### src/rtl/rtm_pkg.sv
package rtm_pkg;

  // Register addresses
  typedef enum logic [2:0] {
    RA_CTRL     = 3'd0,
    RA_RELOAD   = 3'd1,
    RA_TIMEBASE = 3'd2,
    RA_STATUS   = 3'd3,
    RA_VALUE    = 3'd4
  } rtm_addr_e;

  // Control register bits
  localparam int CTRL_IRQ_BIT = 0;
  localparam int CTRL_RUN_BIT = 1;
  localparam int CTRL_W       = 2;

  // Status register bits
  localparam int ST_OVF_BIT   = 0;
  localparam int ST_ARMED_BIT = 1;
  localparam int ST_RUN_BIT   = 2;
  localparam int ST_PEND_BIT  = 3;
  localparam int ST_W         = 4;

endpackage

### src/rtl/rtm_rst_sync.sv
module rtm_rst_sync (
  input  logic clk,
  input  logic rst_n,
  output logic rst_n_sync
);

  logic [1:0] sync_q;

  // Reset is asserted at once and released through two flops
  always_ff @(posedge clk or negedge rst_n) begin
    if (!rst_n) begin
      sync_q <= 2'b00;
    end else begin
      sync_q <= {sync_q[0], 1'b1};
    end
  end

  assign rst_n_sync = sync_q[1];

endmodule

### src/rtl/rtm_regs.sv
module rtm_regs
  import rtm_pkg::*;
#(
  parameter int DATA_W = 32,
  parameter int CNT_W  = 12,
  parameter int TB_W   = 8
) (
  input  logic              clk,
  input  logic              rst_n,
  input  logic              wr_en,
  input  logic [2:0]        addr,
  input  logic [DATA_W-1:0] wdata,
  output logic              irq_en,
  output logic              run_en,
  output logic [CNT_W-1:0]  reload_q,
  output logic [TB_W-1:0]   tb_q,
  output logic              load_pulse,
  output logic              ack_clr
);

  logic [CTRL_W-1:0] ctrl_q, ctrl_d;
  logic [CNT_W-1:0]  reload_d;
  logic [TB_W-1:0]   tb_d;
  logic              wr_ctrl, wr_reload, wr_tb;
  logic              in_range;

  // The range check applies only when the count is narrower than the bus
  generate
    if (CNT_W < DATA_W) begin : g_narrow
      assign in_range = ~|wdata[DATA_W-1:CNT_W];
    end else begin : g_full
      assign in_range = 1'b1;
    end
  endgenerate

  assign wr_ctrl   = wr_en && (addr == RA_CTRL);
  assign wr_reload = wr_en && (addr == RA_RELOAD) && in_range;
  assign wr_tb     = wr_en && (addr == RA_TIMEBASE);

  // Next-state logic
  always_comb begin
    ctrl_d   = ctrl_q;
    reload_d = reload_q;
    tb_d     = tb_q;
    if (wr_ctrl)   ctrl_d   = wdata[CTRL_W-1:0];
    if (wr_reload) reload_d = wdata[CNT_W-1:0];
    if (wr_tb)     tb_d     = wdata[TB_W-1:0];
  end

  // Register process
  always_ff @(posedge clk or negedge rst_n) begin
    if (!rst_n) begin
      ctrl_q   <= '0;
      reload_q <= '0;
      tb_q     <= '0;
    end else begin
      if (wr_ctrl)   ctrl_q   <= ctrl_d;
      if (wr_reload) reload_q <= reload_d;
      if (wr_tb)     tb_q     <= tb_d;
    end
  end

  assign irq_en     = ctrl_q[CTRL_IRQ_BIT];
  assign run_en     = ctrl_q[CTRL_RUN_BIT];
  assign load_pulse = wr_reload;
  assign ack_clr    = wr_ctrl && !wdata[CTRL_IRQ_BIT];

  AST_RELOAD_GUARD: assert property (@(posedge clk) disable iff (!rst_n)
    (wr_en && addr == RA_RELOAD && !in_range) |=> $stable(reload_q));

  AST_TB_UNTOUCHED: assert property (@(posedge clk) disable iff (!rst_n)
    (wr_en && addr == RA_RELOAD) |=> $stable(tb_q));

endmodule

### src/rtl/rtm_prescale.sv
module rtm_prescale #(
  parameter int TB_W = 8
) (
  input  logic            clk,
  input  logic            rst_n,
  input  logic            run_en,
  input  logic [TB_W-1:0] tb_q,
  output logic            tick
);

  logic [TB_W-1:0] pre_q, pre_d;

  assign tick = run_en && (pre_q == tb_q);

  // Next-state: the prescaler sits at zero while stopped
  always_comb begin
    if (!run_en)   pre_d = '0;
    else if (tick) pre_d = '0;
    else           pre_d = pre_q + 1'b1;
  end

  always_ff @(posedge clk or negedge rst_n) begin
    if (!rst_n) pre_q <= '0;
    else        pre_q <= pre_d;
  end

  AST_TICK_SPACING: assert property (@(posedge clk) disable iff (!rst_n)
    (tick && tb_q != '0 && $stable(tb_q)) |=> !tick);

endmodule

### src/rtl/rtm_core.sv
module rtm_core #(
  parameter int CNT_W = 12
) (
  input  logic             clk,
  input  logic             rst_n,
  input  logic             tick,
  input  logic             load_pulse,
  input  logic [CNT_W-1:0] load_val,
  input  logic [CNT_W-1:0] reload_q,
  input  logic             irq_en,
  input  logic             ack_clr,
  input  logic             ovf_clr,
  output logic [CNT_W-1:0] count_q,
  output logic             ovf_q,
  output logic             irq_q
);

  logic [CNT_W-1:0] count_d;
  logic             ovf_d, irq_d;
  logic             terminal;

  assign terminal = tick && !load_pulse && (count_q == '0);

  // Next-state logic
  always_comb begin
    count_d = count_q;
    if (load_pulse)    count_d = load_val;
    else if (terminal) count_d = reload_q;
    else if (tick)     count_d = count_q - 1'b1;

    ovf_d = ovf_q;
    if (ovf_clr)  ovf_d = 1'b0;
    if (terminal) ovf_d = 1'b1;

    irq_d = irq_q;
    if (ack_clr)             irq_d = 1'b0;
    if (terminal && irq_en)  irq_d = 1'b1;
  end

  always_ff @(posedge clk or negedge rst_n) begin
    if (!rst_n) begin
      count_q <= '0;
      ovf_q   <= 1'b0;
      irq_q   <= 1'b0;
    end else begin
      count_q <= count_d;
      ovf_q   <= ovf_d;
      irq_q   <= irq_d;
    end
  end

  AST_HOLD_NO_TICK: assert property (@(posedge clk) disable iff (!rst_n)
    (!tick && !load_pulse) |=> $stable(count_q));

  AST_WRAP_RELOAD: assert property (@(posedge clk) disable iff (!rst_n)
    (tick && !load_pulse && count_q == '0) |=> (ovf_q && count_q == $past(reload_q)));

  AST_IRQ_NEEDS_EN: assert property (@(posedge clk) disable iff (!rst_n)
    (!irq_q && !irq_en) |=> !irq_q);

  AST_OVF_STICKY: assert property (@(posedge clk) disable iff (!rst_n)
    (ovf_q && !ovf_clr) |=> ovf_q);

  AST_ACK_DROPS: assert property (@(posedge clk) disable iff (!rst_n)
    (ack_clr && !(tick && count_q == '0)) |=> !irq_q);

endmodule

### src/rtl/reload_timer.sv
module reload_timer
  import rtm_pkg::*;
#(
  parameter int DATA_W = 32,
  parameter int CNT_W  = 12,
  parameter int TB_W   = 8
) (
  input  logic              clk,
  input  logic              rst_n,
  input  logic              wr_en,
  input  logic              rd_en,
  input  logic [2:0]        addr,
  input  logic [DATA_W-1:0] wdata,
  output logic [DATA_W-1:0] rdata,
  output logic              irq
);

  logic              rst_n_s;
  logic              irq_en, run_en;
  logic [CNT_W-1:0]  reload_q, count_q;
  logic [TB_W-1:0]   tb_q;
  logic              load_pulse, ack_clr, tick;
  logic              ovf_q, irq_q, ovf_clr;
  logic [ST_W-1:0]   status;
  logic [DATA_W-1:0] rdata_q, rdata_d;

  rtm_rst_sync u_rst (
    .clk        (clk),
    .rst_n      (rst_n),
    .rst_n_sync (rst_n_s)
  );

  rtm_regs #(.DATA_W(DATA_W), .CNT_W(CNT_W), .TB_W(TB_W)) u_regs (
    .clk        (clk),
    .rst_n      (rst_n_s),
    .wr_en      (wr_en),
    .addr       (addr),
    .wdata      (wdata),
    .irq_en     (irq_en),
    .run_en     (run_en),
    .reload_q   (reload_q),
    .tb_q       (tb_q),
    .load_pulse (load_pulse),
    .ack_clr    (ack_clr)
  );

  rtm_prescale #(.TB_W(TB_W)) u_pre (
    .clk    (clk),
    .rst_n  (rst_n_s),
    .run_en (run_en),
    .tb_q   (tb_q),
    .tick   (tick)
  );

  rtm_core #(.CNT_W(CNT_W)) u_core (
    .clk        (clk),
    .rst_n      (rst_n_s),
    .tick       (tick),
    .load_pulse (load_pulse),
    .load_val   (wdata[CNT_W-1:0]),
    .reload_q   (reload_q),
    .irq_en     (irq_en),
    .ack_clr    (ack_clr),
    .ovf_clr    (ovf_clr),
    .count_q    (count_q),
    .ovf_q      (ovf_q),
    .irq_q      (irq_q)
  );

  assign ovf_clr = rd_en && (addr == RA_STATUS);

  always_comb begin
    status               = '0;
    status[ST_OVF_BIT]   = ovf_q;
    status[ST_ARMED_BIT] = irq_en;
    status[ST_RUN_BIT]   = run_en;
    status[ST_PEND_BIT]  = irq_q;
  end

  // Read mux, registered on the read strobe
  always_comb begin
    rdata_d = rdata_q;
    if (rd_en) begin
      case (addr)
        RA_CTRL:     rdata_d = DATA_W'({run_en, irq_en});
        RA_RELOAD:   rdata_d = DATA_W'(reload_q);
        RA_TIMEBASE: rdata_d = DATA_W'(tb_q);
        RA_STATUS:   rdata_d = DATA_W'(status);
        RA_VALUE:    rdata_d = DATA_W'(count_q);
        default:     rdata_d = '0;
      endcase
    end
  end

  always_ff @(posedge clk or negedge rst_n_s) begin
    if (!rst_n_s)   rdata_q <= '0;
    else if (rd_en) rdata_q <= rdata_d;
  end

  assign rdata = rdata_q;
  assign irq   = irq_q;

  AST_RESET_QUIET: assert property (@(posedge clk)
    !rst_n_s |=> !irq);

  AST_STATUS_READ_CLEARS: assert property (@(posedge clk) disable iff (!rst_n_s)
    (ovf_clr && !(tick && !load_pulse && count_q == '0)) |=> !ovf_q);

endmodule

### config.mk
export PLATFORM = sky130hd
export DESIGN_NAME = reload_timer
export DESIGN_NICKNAME = d
export VERILOG_FILES = /design/src/rtl/rtm_pkg.sv /design/src/rtl/rtm_rst_sync.sv /design/src/rtl/rtm_regs.sv /design/src/rtl/rtm_prescale.sv /design/src/rtl/rtm_core.sv /design/src/rtl/reload_timer.sv
export SDC_FILE = /design/constraint.sdc
export NUM_CORES = 1
export LEC_CHECK = 0
export BUFFER_PORTS_ARGS = -buffer_cell sky130_fd_sc_hd__buf_2
export CAP_MARGIN = 10
export CORE_ASPECT_RATIO = 0.6
export CORE_MARGIN = 1
export CORE_UTILIZATION = 54
export CTS_CLUSTER_DIAMETER = 150
export CTS_CLUSTER_SIZE = 25
export DETAILED_ROUTE_END_ITERATION = 6
export GPL_ROUTABILITY_DRIVEN = 0
export PLACE_DENSITY = 0.89
export SLEW_MARGIN = 20
export SYNTH_ARGS = -nofsm -noshare
export SYNTH_HDL_FRONTEND = slang
export SYNTH_SLANG_ARGS = --single-unit
### constraint.sdc
create_clock -name clk -period 2.45 [get_ports clk]
set_input_delay 0.1225 -clock clk [delete_from_list [all_inputs] [get_ports clk]]
set_output_delay 0.1225 -clock clk [all_outputs]
set_load 0.02 [all_outputs]
==> metrics <==
Syn Inst Count 348; Top cell by count, worst path o21ai_0; die footprint 6240 sq um; area delta synth->final 15.2%; DP HPWL 5520 microns; clock transition at the registers of the reported paths 60 ps; Tmin final 2280 ps; Synth Area in Simple Gates 18.1%; status finished clean; post-route setup slack 166 ps; Max Clock Skew 5.95 ps; CP Max Fanout 11; post-synthesis xor/xnor area fraction 4.39%; nets 444; HP Class primary input to register; FFs w/ async S/R, synth 100%; Post-Syn Area per Cell 9.18 sq um; routed via count 2738; CTS tree built; setup violators final 0; Mapped Area 3190 sq um; largest net degree at the start of global routing 41; M2 GR Usage 38.3%; combinational power share 23.4%; synth unique cells 46; initial antenna violation count 0; die width 101 microns; switching pwr 0.000905 W; crit-path cells inv_1 -> ha_1 -> or4b_1 -> or3_1 -> buf_4 -> a2bb2oi_1 -> o21ai_0 -> o21ai_0; Compound-Gate Fraction of Synth Area 16.3%; Clk pwr share 31.3%; clk root buf clkbuf_8; wire per inst 15.5 microns; Die Y 61.6 microns; max cap viols 0; Final Cycle Share 93.2%; share of layout cells above drive strength 1 21.9%; Final Hold Fails 0; relative slew slack 61.5%; Synth Area in Adders 1.18%; clock sinks 58; Leak 1.77 nW; worst vdd ir 387 uV; vias in the first global route 2389; gr ovfl total 0; post-synthesis mux area share 4.90%; Via-to-Cell Ratio 5.63; drt pass-1 iters 5; grt met3 use 7.26%; register area share after synthesis 45.4%; core area 5650 sq um; DP Worst Slack 203 ps; RSZ-0062 raised after global routing no; Final Max Slew Viols 0; most used routing layer met2; Initial DRC Count 304; Sw Share 32.2%; met1 Usage GRT 37.4%; drt drc 0; Post-Route WL 7540 microns; internal power 0.00190 W; clock buffers created by TritonCTS 9; fmax 438 MHz; overall routing resource usage 26.2%; #FFs+latches synth 58; Resize count post-CTS 0; CP max stage delay 440 ps; port bufs 51; n_diodes 0; hold slack 19.1 ps; layout filler cell count 490; Initial Util 56.5%; top_reg_cell synth dfrtp_1; critical path arrival 2500 ps; Post-synth EDFFs 0; power per cell area 763 nW/um^2; largest family of logic cells by synthesized area simple AND/OR/NAND/NOR gates; required time worst endpoint 2670 ps; DRT antenna net count 0; first-pass GRT wire length 11800 microns; clk buf depth 2; # IOs 72; Critical Path End Type register; post-CTS setup buffer count 0; CP Class register to register; measured slew at the worst slew-check pin 578 ps; # rows 21; setup_tns 0 ps; Crit-path slowest cell or3_1; worst-skew pair later-pin latency 340 ps; sequential share of power 45.3%; Warnings, synthesis 0; Startpoint Class register; CTS H-tree depth 3
## final cells by class
type,count,area (sq um),area share (%)
Sequential cell,58,1450,39.5
Inverter,17,63.8,1.73
Tap cell,80,100,2.72
Clock inverter,3,40.0,1.09
Multi-Input combinational cell,253,1510,41.1
Clock buffer,12,155,4.22
Timing Repair Buffer,63,355,9.66
## path summary, 6_finish.rpt
check / from / to / slack, ps / cells after the start
worst max-delay path: u_core.count_q[0] / u_core.count_q[2] / 170 / 8
worst min-delay path: wdata[11] / u_regs.reload_q[11] / 20 / 3
worst max register to register: u_core.count_q[0] / u_core.count_q[2] / 170 / 8
worst min register to register: u_rst.sync_q[1] / u_regs.ctrl_q[1] / 180 / 0
max in group asynchronous: u_rst.sync_q[1] / u_regs.tb_q[7] / 1430 / 1
min in group asynchronous: rst_n / u_rst.sync_q[0] / 80 / 2
## state kept, by name, indices dropped and copies added (netlist names)
name / count
u_rst.sync_q: 2
u_core.irq_q: 1
u_pre.pre_q: 8
u_regs.tb_q: 8
u_core.count_q: 12
u_regs.reload_q: 12
rdata: 12
u_core.ovf_q: 1
u_regs.ctrl_q: 2
## metal layers
| metal | wire [microns] | share of wire [%] | vias up |
|---|---|---|---|
| met3 | 675 | 8.9 | 13 |
| li1 | - | - | 1288 |
| met1 | 3550 | 47 | 1297 |
| met5 | 0 | 0 | - |
| met4 | 85 | 1.1 | 0 |
| met2 | 3230 | 43 | 140 |
## critical path, delay by kind of cell, from the launching register on
| kind | cells | cell delay [ps] |
|---|---|---|
| compound gates | 3 | 370 |
| fa+ha+maj | 1 | 160 |
| buf+inv | 2 | 350 |
| flops | 1 | 420 |
| simple gates | 2 | 860 |
## cell usage after synthesis, drive strengths merged, types with 3 or more instances
master / n / area [sq um]
nor3: 5 / 25.0
nor4: 4 / 25.0
dfrtp: 58 / 1450
o31ai: 3 / 22.5
nand3: 9 / 45.0
or3: 3 / 18.8
nand4: 4 / 25.0
mux2: 13 / 146
ha: 3 / 37.5
xor2: 5 / 43.8
inv: 17 / 63.8
a31oi: 4 / 25.0
clkbuf: 14 / 52.6
nand2b: 3 / 18.8
xnor2: 11 / 96.3
o22a: 3 / 26.3
nor2b: 3 / 18.8
o22ai: 12 / 75.1
and3: 3 / 18.8
nand2: 46 / 173
nor2: 25 / 93.8
a2bb2oi: 5 / 43.8
a21oi: 14 / 70.1
buf: 25 / 186
nand3b: 3 / 22.5
o21ai: 16 / 80.1
a22oi: 13 / 97.6
nor3b: 3 / 22.5
o211ai: 5 / 37.5
## power groups by stage
| stage | clock, W | sequential [W] | combinational, W |
|---|---|---|---|
| 2_1_floorplan | 0 | 0.00126 | 0.000497 |
| 3_3_place_gp | 0 | 0.00126 | 0.000616 |
| 3_5_place_dp | 0 | 0.00128 | 0.000638 |
| 4_1_cts | 0.000896 | 0.00127 | 0.000647 |
| 5_1_grt | 0.000931 | 0.00129 | 0.000719 |
| 6_report | 0.000879 | 0.00127 | 0.000657 |
## layout by cell type, fill, tap and decap left out, types with 2 or more instances in the layout
cell,synthesis,routed
a22oi_1,13,13
nand2_1,46,46
o21ai_0,10,10
nand4_1,4,4
a2bb2oi_1,5,5
or3_1,3,3
and4_1,2,2
dfrtp_1,58,57
buf_2,2,51
nor2b_1,3,3
nor3b_1,3,3
clkinv_2,0,2
o211ai_1,5,5
nand3_1,9,9
mux2_2,13,13
inv_1,17,17
xor2_1,5,5
nor4_1,4,4
o31ai_1,3,3
a211o_1,2,2
nor3_1,5,5
nand3b_1,3,3
xnor2_1,11,11
nor2_1,25,25
buf_4,20,8
a21oi_1,14,14
and3_1,3,3
conb_1,2,21
clkbuf_8,0,11
ha_1,3,3
nand2b_1,3,3
o22a_1,3,3
a31oi_1,4,4
o21ai_1,6,6
dlygate4sd3_1,0,4
o22ai_1,12,12
## logic make-up after synthesis
logic type                 Yosys count
adders and majority gates            3
AOI/OAI and AO/OA                   80
DFF                                 58
xor gates and xnor gates            16
buffers and inverters               56
and+or+nand+nor                    119
other                                2
muxes                               14
## stage by stage
stage          utilization (%)  cells  power (W)  area (sq um)
6_report                  65.1    486    0.00281          3680
5_1_grt                   65.1    486    0.00294          3680
4_1_cts                   65.1    486    0.00281          3680
3_5_place_dp              61.0    467    0.00192          3440
3_3_place_gp              61.0    467    0.00188          3440
2_1_floorplan                -    367    0.00176          3270
## what timing repair did
| action | 4_1_cts | 5_1_grt |
|---|---|---|
| hold buffers | 4 | 0 |
| setup endpoints to repair | 0 | 0 |
| hold endpoints to repair | 5 | 0 |
No activity file was read; power rests on OpenSTA's default activity.
